===== config.mk =====
export PLATFORM = sky130hd
export DESIGN_NAME = prog_cmd_slave
export DESIGN_NICKNAME = d
export VERILOG_FILES = /design/src/rtl/prog_cmd_pkg.sv /design/src/rtl/ser_edge_sync.sv /design/src/rtl/ser_cmd_decode.sv /design/src/rtl/prog_cmd_slave.sv
export SDC_FILE = /design/constraint.sdc
export NUM_CORES = 1
export LEC_CHECK = 0
export ABC_AREA = 1
export BUFFER_PORTS_ARGS = -buffer_cell sky130_fd_sc_hd__buf_2
export CAP_MARGIN = 10
export CORE_MARGIN = 2
export CORE_UTILIZATION = 35
export CTS_CLUSTER_DIAMETER = 60
export DETAILED_ROUTE_END_ITERATION = 16
export PLACE_DENSITY = 0.54
export SETUP_SLACK_MARGIN = 0.1
export SLEW_MARGIN = 20
export SYNTH_ARGS = -nofsm -noshare
export SYNTH_HDL_FRONTEND = slang
export SYNTH_SLANG_ARGS = --single-unit
export TNS_END_PERCENT = 1

===== constraint.sdc =====
create_clock -name clk -period 2 [get_ports clk]
set_input_delay 0.1 -clock clk [delete_from_list [all_inputs] [get_ports clk]]
set_output_delay 0.1 -clock clk [all_outputs]
set_load 0.03 [all_outputs]

===== src/rtl/prog_cmd_pkg.sv =====
package prog_cmd_pkg;
    typedef enum logic [2:0] {
        CMD_NONE, CMD_LOAD, CMD_READ, CMD_INC, CMD_BEGIN, CMD_END, CMD_ERASE
    } cmd_e;

    typedef enum logic [1:0] {
        PH_CMD, PH_LOAD, PH_READ
    } phase_e;

    localparam logic [3:0] CODE_LOAD  = 4'b0010;
    localparam logic [3:0] CODE_READ  = 4'b0100;
    localparam logic [3:0] CODE_INC   = 4'b0110;
    localparam logic [3:0] CODE_BEGIN = 4'b1000;
    localparam logic [3:0] CODE_END   = 4'b1110;
    localparam logic [3:0] CODE_ERASE = 4'b1001;
endpackage


===== src/rtl/ser_edge_sync.sv =====
module ser_edge_sync #(
    parameter int STAGES = 2
) (
    input  logic clk,
    input  logic rst_n,
    input  logic sclk_in,
    input  logic sdat_in,
    output logic rise,
    output logic fall,
    output logic dat
);
    // The clock chain has one extra stage so that the edge compare and the
    // sampled data come from the same synchronizer depth.
    logic [STAGES:0]   ck_d, ck_q;
    logic [STAGES-1:0] dt_d, dt_q;

    always_comb begin
        ck_d = {ck_q[STAGES-1:0], sclk_in};
        dt_d = {dt_q[STAGES-2:0], sdat_in};
    end

    always_ff @(posedge clk or negedge rst_n) begin
        if (!rst_n) begin
            ck_q <= '0;
            dt_q <= '0;
        end else begin
            ck_q <= ck_d;
            dt_q <= dt_d;
        end
    end

    assign rise = ck_q[STAGES-1] & ~ck_q[STAGES];
    assign fall = ~ck_q[STAGES-1] & ck_q[STAGES];
    assign dat  = dt_q[STAGES-1];
endmodule


===== src/rtl/ser_cmd_decode.sv =====
module ser_cmd_decode
    import prog_cmd_pkg::*;
(
    input  logic [3:0] code,
    output cmd_e       cmd
);
    always_comb begin
        case (code)
            CODE_LOAD:  cmd = CMD_LOAD;
            CODE_READ:  cmd = CMD_READ;
            CODE_INC:   cmd = CMD_INC;
            CODE_BEGIN: cmd = CMD_BEGIN;
            CODE_END:   cmd = CMD_END;
            CODE_ERASE: cmd = CMD_ERASE;
            default:    cmd = CMD_NONE;
        endcase
    end
endmodule


===== src/rtl/prog_cmd_slave.sv =====
module prog_cmd_slave
    import prog_cmd_pkg::*;
#(
    parameter int CMD_BITS  = 6,
    parameter int DATA_BITS = 14,
    parameter int WORD_BITS = 12,
    parameter int SYNC_STG  = 2
) (
    input  logic                 clk,
    input  logic                 rst_n,
    input  logic                 mode_en,
    input  logic                 sclk_in,
    input  logic                 sdat_in,
    output logic                 sdat_out,
    output logic                 sdat_oe,
    input  logic [WORD_BITS-1:0] rd_word,
    output logic [WORD_BITS-1:0] ld_word,
    output logic                 ld_stb,
    output logic                 rd_stb,
    output logic                 inc_stb,
    output logic                 prog_start,
    output logic                 prog_end,
    output logic                 erase_stb,
    output logic                 prog_active,
    output logic                 seq_err
);
    localparam int FRAME = DATA_BITS + 2;
    localparam int CNT_W = $clog2(FRAME);
    localparam logic [CNT_W-1:0] CMD_LAST   = CNT_W'(CMD_BITS - 1);
    localparam logic [CNT_W-1:0] FRAME_LAST = CNT_W'(FRAME - 1);
    localparam logic [CNT_W-1:0] DATA_LAST  = CNT_W'(DATA_BITS);
    localparam int CODE_LSB = DATA_BITS - CMD_BITS;

    typedef struct packed {
        phase_e                phase;
        logic [CNT_W-1:0]      cnt;
        logic [DATA_BITS-1:0]  sh;
        logic                  oe;
        logic                  dout;
        logic [WORD_BITS-1:0]  word;
        logic                  ld_pend;
        logic                  active;
        logic                  err;
        logic                  p_ld, p_rd, p_inc, p_beg, p_end, p_era;
    } st_t;

    st_t d, q;

    logic rise_w, fall_w, dat_w;
    logic [DATA_BITS-1:0] sh_in;
    cmd_e cmd_w;

    ser_edge_sync #(.STAGES(SYNC_STG)) u_sync (
        .clk(clk), .rst_n(rst_n), .sclk_in(sclk_in), .sdat_in(sdat_in),
        .rise(rise_w), .fall(fall_w), .dat(dat_w)
    );

    assign sh_in = {dat_w, q.sh[DATA_BITS-1:1]};

    ser_cmd_decode u_dec (
        .code(sh_in[CODE_LSB +: 4]),
        .cmd (cmd_w)
    );

    always_comb begin
        d       = q;
        d.p_ld  = 1'b0;
        d.p_rd  = 1'b0;
        d.p_inc = 1'b0;
        d.p_beg = 1'b0;
        d.p_end = 1'b0;
        d.p_era = 1'b0;
        if (!mode_en) begin
            d = '0;
            d.word = q.word;
        end else begin
            case (q.phase)
                PH_CMD: begin
                    if (fall_w) begin
                        d.sh = sh_in;
                        if (q.cnt == CMD_LAST) begin
                            d.cnt = '0;
                            case (cmd_w)
                                CMD_LOAD: d.phase = PH_LOAD;
                                CMD_READ: begin
                                    d.phase = PH_READ;
                                    d.p_rd  = 1'b1;
                                end
                                CMD_INC:   d.p_inc = 1'b1;
                                CMD_ERASE: d.p_era = 1'b1;
                                CMD_BEGIN: begin
                                    if (q.ld_pend) begin
                                        d.p_beg   = 1'b1;
                                        d.active  = 1'b1;
                                        d.ld_pend = 1'b0;
                                    end else begin
                                        d.err = 1'b1;
                                    end
                                end
                                CMD_END: begin
                                    if (q.active) begin
                                        d.p_end  = 1'b1;
                                        d.active = 1'b0;
                                    end
                                end
                                default: ;
                            endcase
                        end else begin
                            d.cnt = q.cnt + 1'b1;
                        end
                    end
                end
                PH_LOAD: begin
                    if (fall_w) begin
                        if (q.cnt >= CNT_W'(1) && q.cnt <= DATA_LAST)
                            d.sh = sh_in;
                        if (q.cnt == FRAME_LAST) begin
                            d.cnt     = '0;
                            d.phase   = PH_CMD;
                            d.word    = q.sh[WORD_BITS-1:0];
                            d.p_ld    = 1'b1;
                            d.ld_pend = 1'b1;
                        end else begin
                            d.cnt = q.cnt + 1'b1;
                        end
                    end
                end
                PH_READ: begin
                    if (rise_w) begin
                        if (q.cnt == '0) begin
                            d.sh = {{(DATA_BITS-WORD_BITS){1'b0}}, rd_word};
                        end else if (q.cnt <= DATA_LAST) begin
                            d.oe   = 1'b1;
                            d.dout = q.sh[0];
                            d.sh   = {1'b0, q.sh[DATA_BITS-1:1]};
                        end else begin
                            d.oe   = 1'b0;
                            d.dout = 1'b0;
                        end
                    end else if (fall_w) begin
                        if (q.cnt == FRAME_LAST) begin
                            d.cnt   = '0;
                            d.phase = PH_CMD;
                        end else begin
                            d.cnt = q.cnt + 1'b1;
                        end
                    end
                end
                default: d.phase = PH_CMD;
            endcase
        end
    end

    always_ff @(posedge clk or negedge rst_n) begin
        if (!rst_n) q <= '0;
        else        q <= d;
    end

    assign sdat_out    = q.dout;
    assign sdat_oe     = q.oe;
    assign ld_word     = q.word;
    assign ld_stb      = q.p_ld;
    assign rd_stb      = q.p_rd;
    assign inc_stb     = q.p_inc;
    assign prog_start  = q.p_beg;
    assign prog_end    = q.p_end;
    assign erase_stb   = q.p_era;
    assign prog_active = q.active;
    assign seq_err     = q.err;
endmodule


# After elaboration in Yosys (flattened, before gate mapping)
# Index checks and enable logic that the tools add are counted.
[word_totals]
ff_bits = 48
latchBits = 0
ramBits = 0
rom_bits = 0
input_bits = 17
out_inout_bits = 22
wordCells = 119
memories = 0
[op_classes]
add_sub_neg = 1
n_mul = 0
div_mod_pow = 0
magnitude_cmp = 2
n_eq_ne = 39
shift = 0
mux = 45
bitwise = 4
reduce_logical = 11
[ops]
columns = ["cell", "n"]
rows = [
  ["$pmux 18 s3", 1],
  ["$mux 43", 1],
  ["$mux 14", 3],
  ["$mux 20", 2],
  ["$ne 3x3->1 const B", 9],
  ["$mux 13", 2],
  ["$pmux 3 s6", 1],
  ["$reduce_and 6->1", 3],
  ["$eq 4x4->1 const B", 4],
  ["$mux 16", 1],
  ["$mux 5", 3],
  ["$reduce_and 5->1", 3],
  ["$mux 1", 14],
  ["$eq 4x3->1 const B", 3],
  ["$mux 12", 1],
  ["$mux 2", 6],
  ["$mux 6", 2],
  ["$ne 2x1->1 const B", 6],
  ["$eq 3x3->1 const B", 3],
  ["$mux 4", 2],
  ["$eq 3x2->1 const B", 2],
  ["$mux 3", 2],
  ["$ne 3x1->1 const B", 2],
  ["$pmux 2 s3", 1],
  ["other kinds (21)", 25],
]

# Logic depth before layout (Yosys ltp)
# Gate-level depths: netlist of run 1.
[logic_depth]
ltp_word = 8
depth_mapped = 12
mapped_depth_nobuf = 11

# Hierarchy
# From an unflattened synthesis of run 1, not the netlist that was laid out.
[hier_totals]
cells_unflattened = 379
area_unflattened_um2 = 2879.0
[by_module_without_submodules]
columns = ["mod", "instances", "cells_each", "area_per_inst_um2", "seq_area_each_um2"]
rows = [
  ["prog_cmd_slave", 1, 356, 2683.8, 1076.0],
  ["ser_edge_sync", 1, 9, 140.1, 125.1],
  ["ser_cmd_decode", 1, 14, 55.1, 0.0],
]

# Worst setup path after synthesis of run 1
# Ideal clock, no wire load.
[synth_timing]
path_kind = "flip-flop to flip-flop"
from = "register q[41] (netlist bit)"
to = "register q[35] (netlist bit)"
setup_ns = 0.116
arrival_ns = 1.458
t_required_ns = 1.884
setup_slack_ns = 0.425
stages_incl_launch_ff = 11
path_buffers = 1
synth_period_minus_slack_ns = 1.575
path_cell_list = "dfrtp_1 inv_1 ha_1 nor2_1 nand3_1 nand2_1 nor2_1 nand3_1 buf_2 nand2_1 nand2_1"
[synth_via]
elab_chain_len = 3
elab_cells_between_ends = 12
classes_between = "8 x eq/ne; 2 x mux; 2 x reduce/logical"
[synth_rtl]
columns = ["item", "line", "text"]
rows = [
  ["from (decl)", "prog_cmd_slave.sv:47", "st_t d, q;"],
  ["from (signal assigned)", "prog_cmd_slave.sv:155", "if (!rst_n) q <= '0;"],
  ["from (signal assigned)", "prog_cmd_slave.sv:156", "else q <= d;"],
  ["$eq 2x2->1, or another cell as far along", "prog_cmd_slave.sv:77", "case (q.phase)"],
  ["$ne 4x4->1 (no source line), or another cell as far along", "-", ""],
  ["$reduce_and 6->1 (no source line) / $mux 43 (equally long branches)", "-", ""],
]
# Parallel ways exist; a longest one is shown, timed or not.
# A chain may end at the register's enable or synchronous reset.

# Worst setup path in the final report of run 1
[layout_timing]
from = "register q[37] (netlist bit)"
to = "register q[28] (netlist bit)"
[layout_via]
elab_chain_len = 5
elab_cells_between_ends = 11
classes_between = "2 x order compare; 2 x eq/ne; 4 x mux; 3 x reduce/logical"
[layout_rtl]
columns = ["item"]
rows = [
  ["parallel branches: the longest is 5 deep, another holds $ge 4x1->1"],
]
# Parallel ways; which one is timed is not known. The select of a mux whose other input is x is not followed.

==> impl_metrics.env, run 1 <==
export IMPL_grt_overflow_total=0
export IMPL_rows=32
export IMPL_clk_pin_slew_ns=0.08
export IMPL_postSynthCellCount=365
export IMPL_drc=0
export IMPL_wl_per_cell_um=12.9
export IMPL_htree_num_levels=2
export IMPL_vias_per_cell=4.77
export IMPL_maxClockFrequency_mhz=560
export IMPL_path_max_fanout=13
export IMPL_stdcell_area_um2=3190
export IMPL_syn_area_um2=2790
export IMPL_grt_pass1_wl_um=11100
export IMPL_grt_pass1_vias=2353
export IMPL_status="finished, final reports clean"
export IMPL_firstDrtPassIters=5
export IMPL_min_path_type="in2reg"
export IMPL_seq_area_um2=1200
export IMPL_area_growth_pct=14.6
export IMPL_tritoncts="done"
export IMPL_timing_final_crit_share_pct=89.3
export IMPL_numCtsBuffers=5
export IMPL_drive_gt1_share_pct=20.8
export IMPL_irDropWorstVdd_uv=248
export IMPL_syn_nets=390
export IMPL_core_area_um2=7730
export IMPL_worst_pin_slew_ns=0.598
export IMPL_num_vias=2394
export IMPL_r2r_setup_slack_ns=0.21
export IMPL_synth_cell_types=26
export IMPL_dp_hpwl_um=4610
export IMPL_grt_usage_pct=16.0
export IMPL_antenna_found_initial=0
export IMPL_fin_crit_ns=1.79
export IMPL_routabilityCongestion=0.856
export IMPL_crit_required_ns=2.19
export IMPL_hold_violations=0
export IMPL_endpoint_kind="register"
export IMPL_slew_headroom_pct=60.1
export IMPL_dr_first_iter_drc_count=121
export IMPL_yosysSeqAreaShare_pct=43.1
export IMPL_critical_path_top_delay_family="simple AND/OR/NAND/NOR gates"
export IMPL_multi_input_area_um2=1270
export IMPL_critPathBufInv=3
export IMPL_die_h_um=93.2
export IMPL_grt_max_degree=25
export IMPL_die_x_um=93.2
export IMPL_max_cap_violations=0
export IMPL_cts_buffer_depth=2
export IMPL_antenna_cells=0
export IMPL_fin_util_pct=41.3
export IMPL_drv_slew=0
export IMPL_fill_cells=810
export IMPL_crit_chain="inv_1, ha_1, inv_1, nand2_1, nor2_2, nand4_1, nand2_1, nor2_4, buf_12, nand2_1, nand2_1"
export IMPL_rsz0062_at_grt="true"
export IMPL_slowest_delay_ns=0.41
export IMPL_cts_root_buf="clkbuf_8"
export IMPL_finalSetupViolations=0
export IMPL_critPathMostFrequentCell="nand2_1"
export IMPL_worstSetupStartpointType="register"
export IMPL_cp_arrival_ns=1.97
export IMPL_clk_insertion_delay_late_ns=0.30
export IMPL_layout_nets=424
export IMPL_placedInstanceArea_um2=3010
export IMPL_finClkSkew_ns=0.0141
export IMPL_synth_seq_cells=48
export IMPL_path_class="reg2reg"
export IMPL_io_buffers=38
export IMPL_start_util_pct=36.1
export IMPL_ys_warn_count=0
export IMPL_clock_sink_count=48
export IMPL_synth_area_per_cell_um2=7.63
export IMPL_power_density_nw_per_um2=706
export IMPL_totalWireLength_um=6480
export IMPL_leakagePower_uw=0.00164
export IMPL_design_die_area_um2=8690
export IMPL_setup_tns_ns=0
export IMPL_ioPinCount=39
export IMPL_cp_slowest_cell="dfrtp_1"
export IMPL_drtAntennaViolNets=0
==> worst paths after layout <==
kind	from	to	cells after the start
worst max-delay path	q[37]	q[28]	11
worst min-delay path	mode_en	rd_stb	3
worst max register to register	q[37]	q[28]	11
worst min register to register	u_sync.ck_q[0]	u_sync.ck_q[1]	0
max in group asynchronous	rst_n	q[26]	3
min in group asynchronous	rst_n	ld_word[8]	2
==> logic make-up after synthesis <==
group	synth area share, %
buffers and inverters	11.5
AOI/OAI and AO/OA	8.76
adders and majority gates	3.59
DFF	43.1
and+or+nand+nor	33.0
==> worst register-to-register path, cell delays in order, from the launching register on <==
cell and delay [ns]:
dfrtp_1 0.41, inv_1 0.13, ha_1 0.25, inv_1 0.06, nand2_1 0.05, nor2_2 0.16, nand4_1 0.16, nand2_1 0.16
nor2_4 0.06, buf_12 0.14, nand2_1 0.06, nand2_1 0.05
==> Yosys cell counts, drive strengths merged <==
| cell | number | area [um^2] |
|---|---|---|
| ha | 8 | 100 |
| inv | 43 | 161 |
| nor4 | 2 | 27.5 |
| nor3b | 1 | 7.51 |
| a21boi | 1 | 7.51 |
| dfrtp | 48 | 1200 |
| nand2 | 125 | 492 |
| o22ai | 2 | 12.5 |
| a21oi | 11 | 55.1 |
| a31oi | 2 | 12.5 |
| clkbuf | 4 | 15.0 |
| nand3 | 29 | 145 |
| nand3b | 12 | 90.1 |
| and3 | 1 | 6.26 |
| buf | 20 | 145 |
| o21ai | 23 | 156 |
| nor3 | 2 | 10.0 |
| nor2 | 23 | 91.3 |
| nand4 | 8 | 50.1 |
==> registers in the layout, summed over array words and instances (netlist names) <==
register	flops
rd_stb	1
q	21
seq_err	1
ld_word	12
ld_stb	1
inc_stb	1
u_sync.dt_q	2
prog_start	1
prog_active	1
u_sync.ck_q	3
sdat_oe	1
prog_end	1
sdat_out	1
erase_stb	1
==> power breakdown <==
| group | leakage [uW] | total [uW] | switching (uW) | internal, uW |
|---|---|---|---|---|
| Clock | 0.0000614 | 746 | 337 | 409 |
| Sequential | 0.000627 | 1040 | 33.6 | 1010 |
| Combinational | 0.000951 | 469 | 301 | 168 |
==> metal layers <==
layer / track usage [%] / vias to the layer above / share of wire (%)
met4: 4.17 / 0 / 1.2
li1: - / 1216 / -
met5: 0 / - / 0
met2: 26.7 / 56 / 46
met3: 2.82 / 9 / 4.4
met1: 21.6 / 1113 / 49
==> placed cells by master, fill, tap and decap left out, types with 3 or more instances in the layout <==
cell type      netlist  layout
nand2_1            116     116
dfrtp_1             48      48
inv_1               40      40
buf_2                5      38
nand3_1             29      29
nor2_1              21      20
nand3b_1            12      12
a21oi_1             11      11
o21ai_2             11      11
o21ai_0             12      11
nand2_2              9       9
buf_4               13       9
nand4_1              8       8
ha_1                 8       8
clkbuf_8             0       6
dlygate4sd3_1        0       3
==> layout make-up <==
type	count	share of cell area (%)
Timing Repair Buffer	51	9.64
Clock buffer	6	2.59
Sequential cell	48	37.6
Inverter	43	5.13
Tap cell	102	4.00
Multi-Input combinational cell	250	39.8
Clock inverter	2	1.21
==> per-stage QoR <==
stage	instances	total power [uW]	hold WS [ns]	setup WS [ns]
CTS	501	2280	0.243	0.116
detailed placement	490	1510	0.140	0.0895
global placement	490	1510	0.149	0.132
global route	502	2400	0.287	0.0127
finish	502	2260	0.262	0.214
floorplan	365	1370	-0.196	0.425
==> timing repair <==
action / in CTS / in global routing
hold endpoints to repair: 24 / 0
gates resized for setup: 1 / 4
hold buffers: 3 / 0
pin swaps: 0 / 1
gates cloned: 0 / 0
setup buffers: 0 / 1
endpoints found under the setup margin: 13 / 31
(Power assumes the default switching activity.)
==> inputs of run 2 (changes only) <==
ABC_AREA = 0   (was 1)
PLACE_DENSITY = 0.55   (was 0.54)
==> impl_metrics.env, run 2 <==
export IMPL_area_growth_pct=15.3
export IMPL_wl_per_cell_um=14.3
export IMPL_synth_seq_cells=48
export IMPL_num_vias=1748
export IMPL_power_density_nw_per_um2=639
export IMPL_path_max_fanout=12
export IMPL_cp_arrival_ns=2.04
export IMPL_dp_hpwl_um=3700
export IMPL_die_x_um=88.8
export IMPL_synth_area_per_cell_um2=11.2
export IMPL_synth_most_common_cell="dfrtp_1"
export IMPL_syn_area_um2=2520
export IMPL_totalWireLength_um=5080
export IMPL_numCtsBuffers=5
export IMPL_clock_power_share_pct=32.7
export IMPL_stdcell_area_um2=2900
export IMPL_placed_cells_incl_taps=345
export IMPL_fill_cells=668
export IMPL_grt_usage_pct=14.2
export IMPL_worstSetupStartpointType="register"
export IMPL_rsz0062_at_grt="true"
export IMPL_dr_first_iter_drc_count=60
export IMPL_synth_edf_count=0
export IMPL_antenna_found_initial=0
export IMPL_slowest_delay_ns=0.41
export IMPL_slew_headroom_pct=72.4
export IMPL_finClkSkew_ns=0.00667
export IMPL_status="finished, final reports clean"
export IMPL_start_util_pct=36.7
export IMPL_htree_num_levels=2
export IMPL_final_common_cell="dfrtp_1"
export IMPL_antenna_cells=0
export IMPL_largest_reg_flops=21
export IMPL_ys_async_sr_fraction_pct=100
export IMPL_grt_pass1_vias=1711
export IMPL_tritoncts="done"
export IMPL_path_class="reg2reg"
export IMPL_syn_nets=250
export IMPL_top_register="q"
export IMPL_min_path_type="in2reg"
export IMPL_setup_tns_ns=0
export IMPL_fin_ws_ns=0.193
export IMPL_cts_root_buf="clkbuf_8"
export IMPL_rows=30
export IMPL_die_h_um=88.8
export IMPL_netlist_area_leader_share_pct=47.7
export IMPL_ioPinCount=39
export IMPL_leakagePower_uw=0.00133
export IMPL_pre_cts_slack_ns=0.170
export IMPL_critical_path_top_delay_family="compound AO/OA/AOI/OAI gates"
export IMPL_layout_nets=284
export IMPL_core_area_um2=6870
export IMPL_routabilityCongestion=0.797
export IMPL_grt_pass1_wl_um=8470
export IMPL_fin_crit_ns=1.81
export IMPL_clk_insertion_delay_late_ns=0.31
export IMPL_seq_power_share_pct=53.9
export IMPL_synth_top_cell_by_area="dfrtp_1"
export IMPL_final_cell_mix="dfrtp_1 (47), buf_2 (38), inv_1 (21)"
export IMPL_cp_slowest_cell="dfrtp_2"
export IMPL_hold_violations=0
export IMPL_ys_warn_count=0
export IMPL_power_uw=1860
export IMPL_finalSetupViolations=0
export IMPL_p_sw_uw=489
export IMPL_firstDrtPassIters=4
export IMPL_max_cap_violations=0
export IMPL_r2r_worst_path_cells=7
export IMPL_cp_num_cells=7
export IMPL_crit_required_ns=2.23
export IMPL_maxClockFrequency_mhz=554
export IMPL_layout_cells_non_filler=356
export IMPL_synth_common_cells="dfrtp_1 (48), inv_1 (21)"
export IMPL_worst_pin_slew_ns=0.413
export IMPL_drv_slew=0
export IMPL_drc=0
export IMPL_io_buffers=38
export IMPL_critPathBufInv=2
export IMPL_synth_area_leaders="dfrtp_1 (48%), o22ai_2 (6.0%), mux2_1 (5.4%)"
export IMPL_irDropWorstVdd_uv=389
export IMPL_endpoint_kind="register"
export IMPL_placedInstanceArea_um2=2750
export IMPL_vias_per_cell=4.91
export IMPL_drtAntennaViolNets=0
export IMPL_synth_main_ff_cell="dfrtp_1"
export IMPL_cts_buffer_depth=2
export IMPL_timing_final_crit_share_pct=90.3
export IMPL_clk_pin_slew_ns=0.09
export IMPL_drive_gt1_share_pct=30.8
export IMPL_whs_path_depth=3
export IMPL_cts_setup_buffers=0
export IMPL_grt_overflow_total=0
export IMPL_grt_max_degree=22
export IMPL_postSynthCellCount=225
export IMPL_power_report_internal_total_uw=1370
export IMPL_comb_power_share_pct=13.5
export IMPL_crit_chain="inv_1, ha_1, or2_1, o22ai_4, o211ai_2, buf_12, o22ai_2"
export IMPL_yosysSeqAreaShare_pct=47.7
export IMPL_design_die_area_um2=7890
export IMPL_p_sw_share_pct=26.4
export IMPL_clock_sink_count=48
export IMPL_synth_cell_types=47
[run 2: timing repair]
action,4_1_cts,5_1_grt
endpoints found under the hold margin,16,0
resized for setup,0,8
hold buffers,3,0
endpoints found under the setup margin,0,23
[run 2: metrics by stage]
stage | util (%) | hold slack, ns
floorplan | - | -0.196
global placement | 40.0 | 0.0309
detailed placement | 40.0 | 0.0312
CTS | 41.8 | 0.0814
global route | 42.3 | 0.0932
finish | 42.3 | 0.0884
[run 2: metal layers]
metal	GRT usage, %	vias up	wire [um]
li1	-	854	-
met4	4.96	0	64
met5	0	-	0
met2	21.2	27	2330
met1	19.9	863	2520
met3	3.82	4	165
[run 2: cell families after synthesis]
family	share of synthesized area, %
AND/OR/NAND/NOR	13.1
buffers and inverters	9.64
adder cells (fa/ha/maj)	3.97
XOR/XNOR	0.348
multiplexers	7.35
AO/OA/AOI/OAI	17.9
flip-flops	47.7
[run 2: final cells by class]
class	instances	area [um^2]	share of cell area, %
Sequential cell	48	1200	41.4
Multi-Input combinational cell	134	1100	38.0
Timing Repair Buffer	49	305	10.5
Tap cell	96	120	4.14
Clock buffer	7	86.3	2.97
Inverter	21	78.8	2.71
Clock inverter	1	7.51	0.259
[run 2: worst register-to-register path, delay by kind of cell, from the launching register on]
family | cells | cell delay (ns)
compound gates | 3 | 0.53
fa+ha+maj | 1 | 0.26
buf+inv | 2 | 0.25
flops | 1 | 0.41
simple gates | 1 | 0.28
[run 2: path summary, 6_finish.rpt]
path,startpoint,endpoint,slack [ns]
setup / recovery,q[42],q[25],0.19
setup reg to reg,q[42],q[25],0.19
hold / removal,rd_word[6],q[29],0.09
max in group asynchronous,rst_n,q[34],1.17
min in group asynchronous,rst_n,q[37],0.23
hold reg to reg,u_sync.dt_q[0],u_sync.dt_q[1],0.36
[run 2: power by group through the flow]
| stage | sequential, uW | clock (uW) | combinational [uW] |
|---|---|---|---|
| global placement | 1020 | 0 | 234 |
| floorplan | 1010 | 0 | 156 |
| CTS | 999 | 631 | 241 |
| detailed placement | 1020 | 0 | 236 |
| global route | 1000 | 662 | 278 |
| finish | 999 | 606 | 250 |
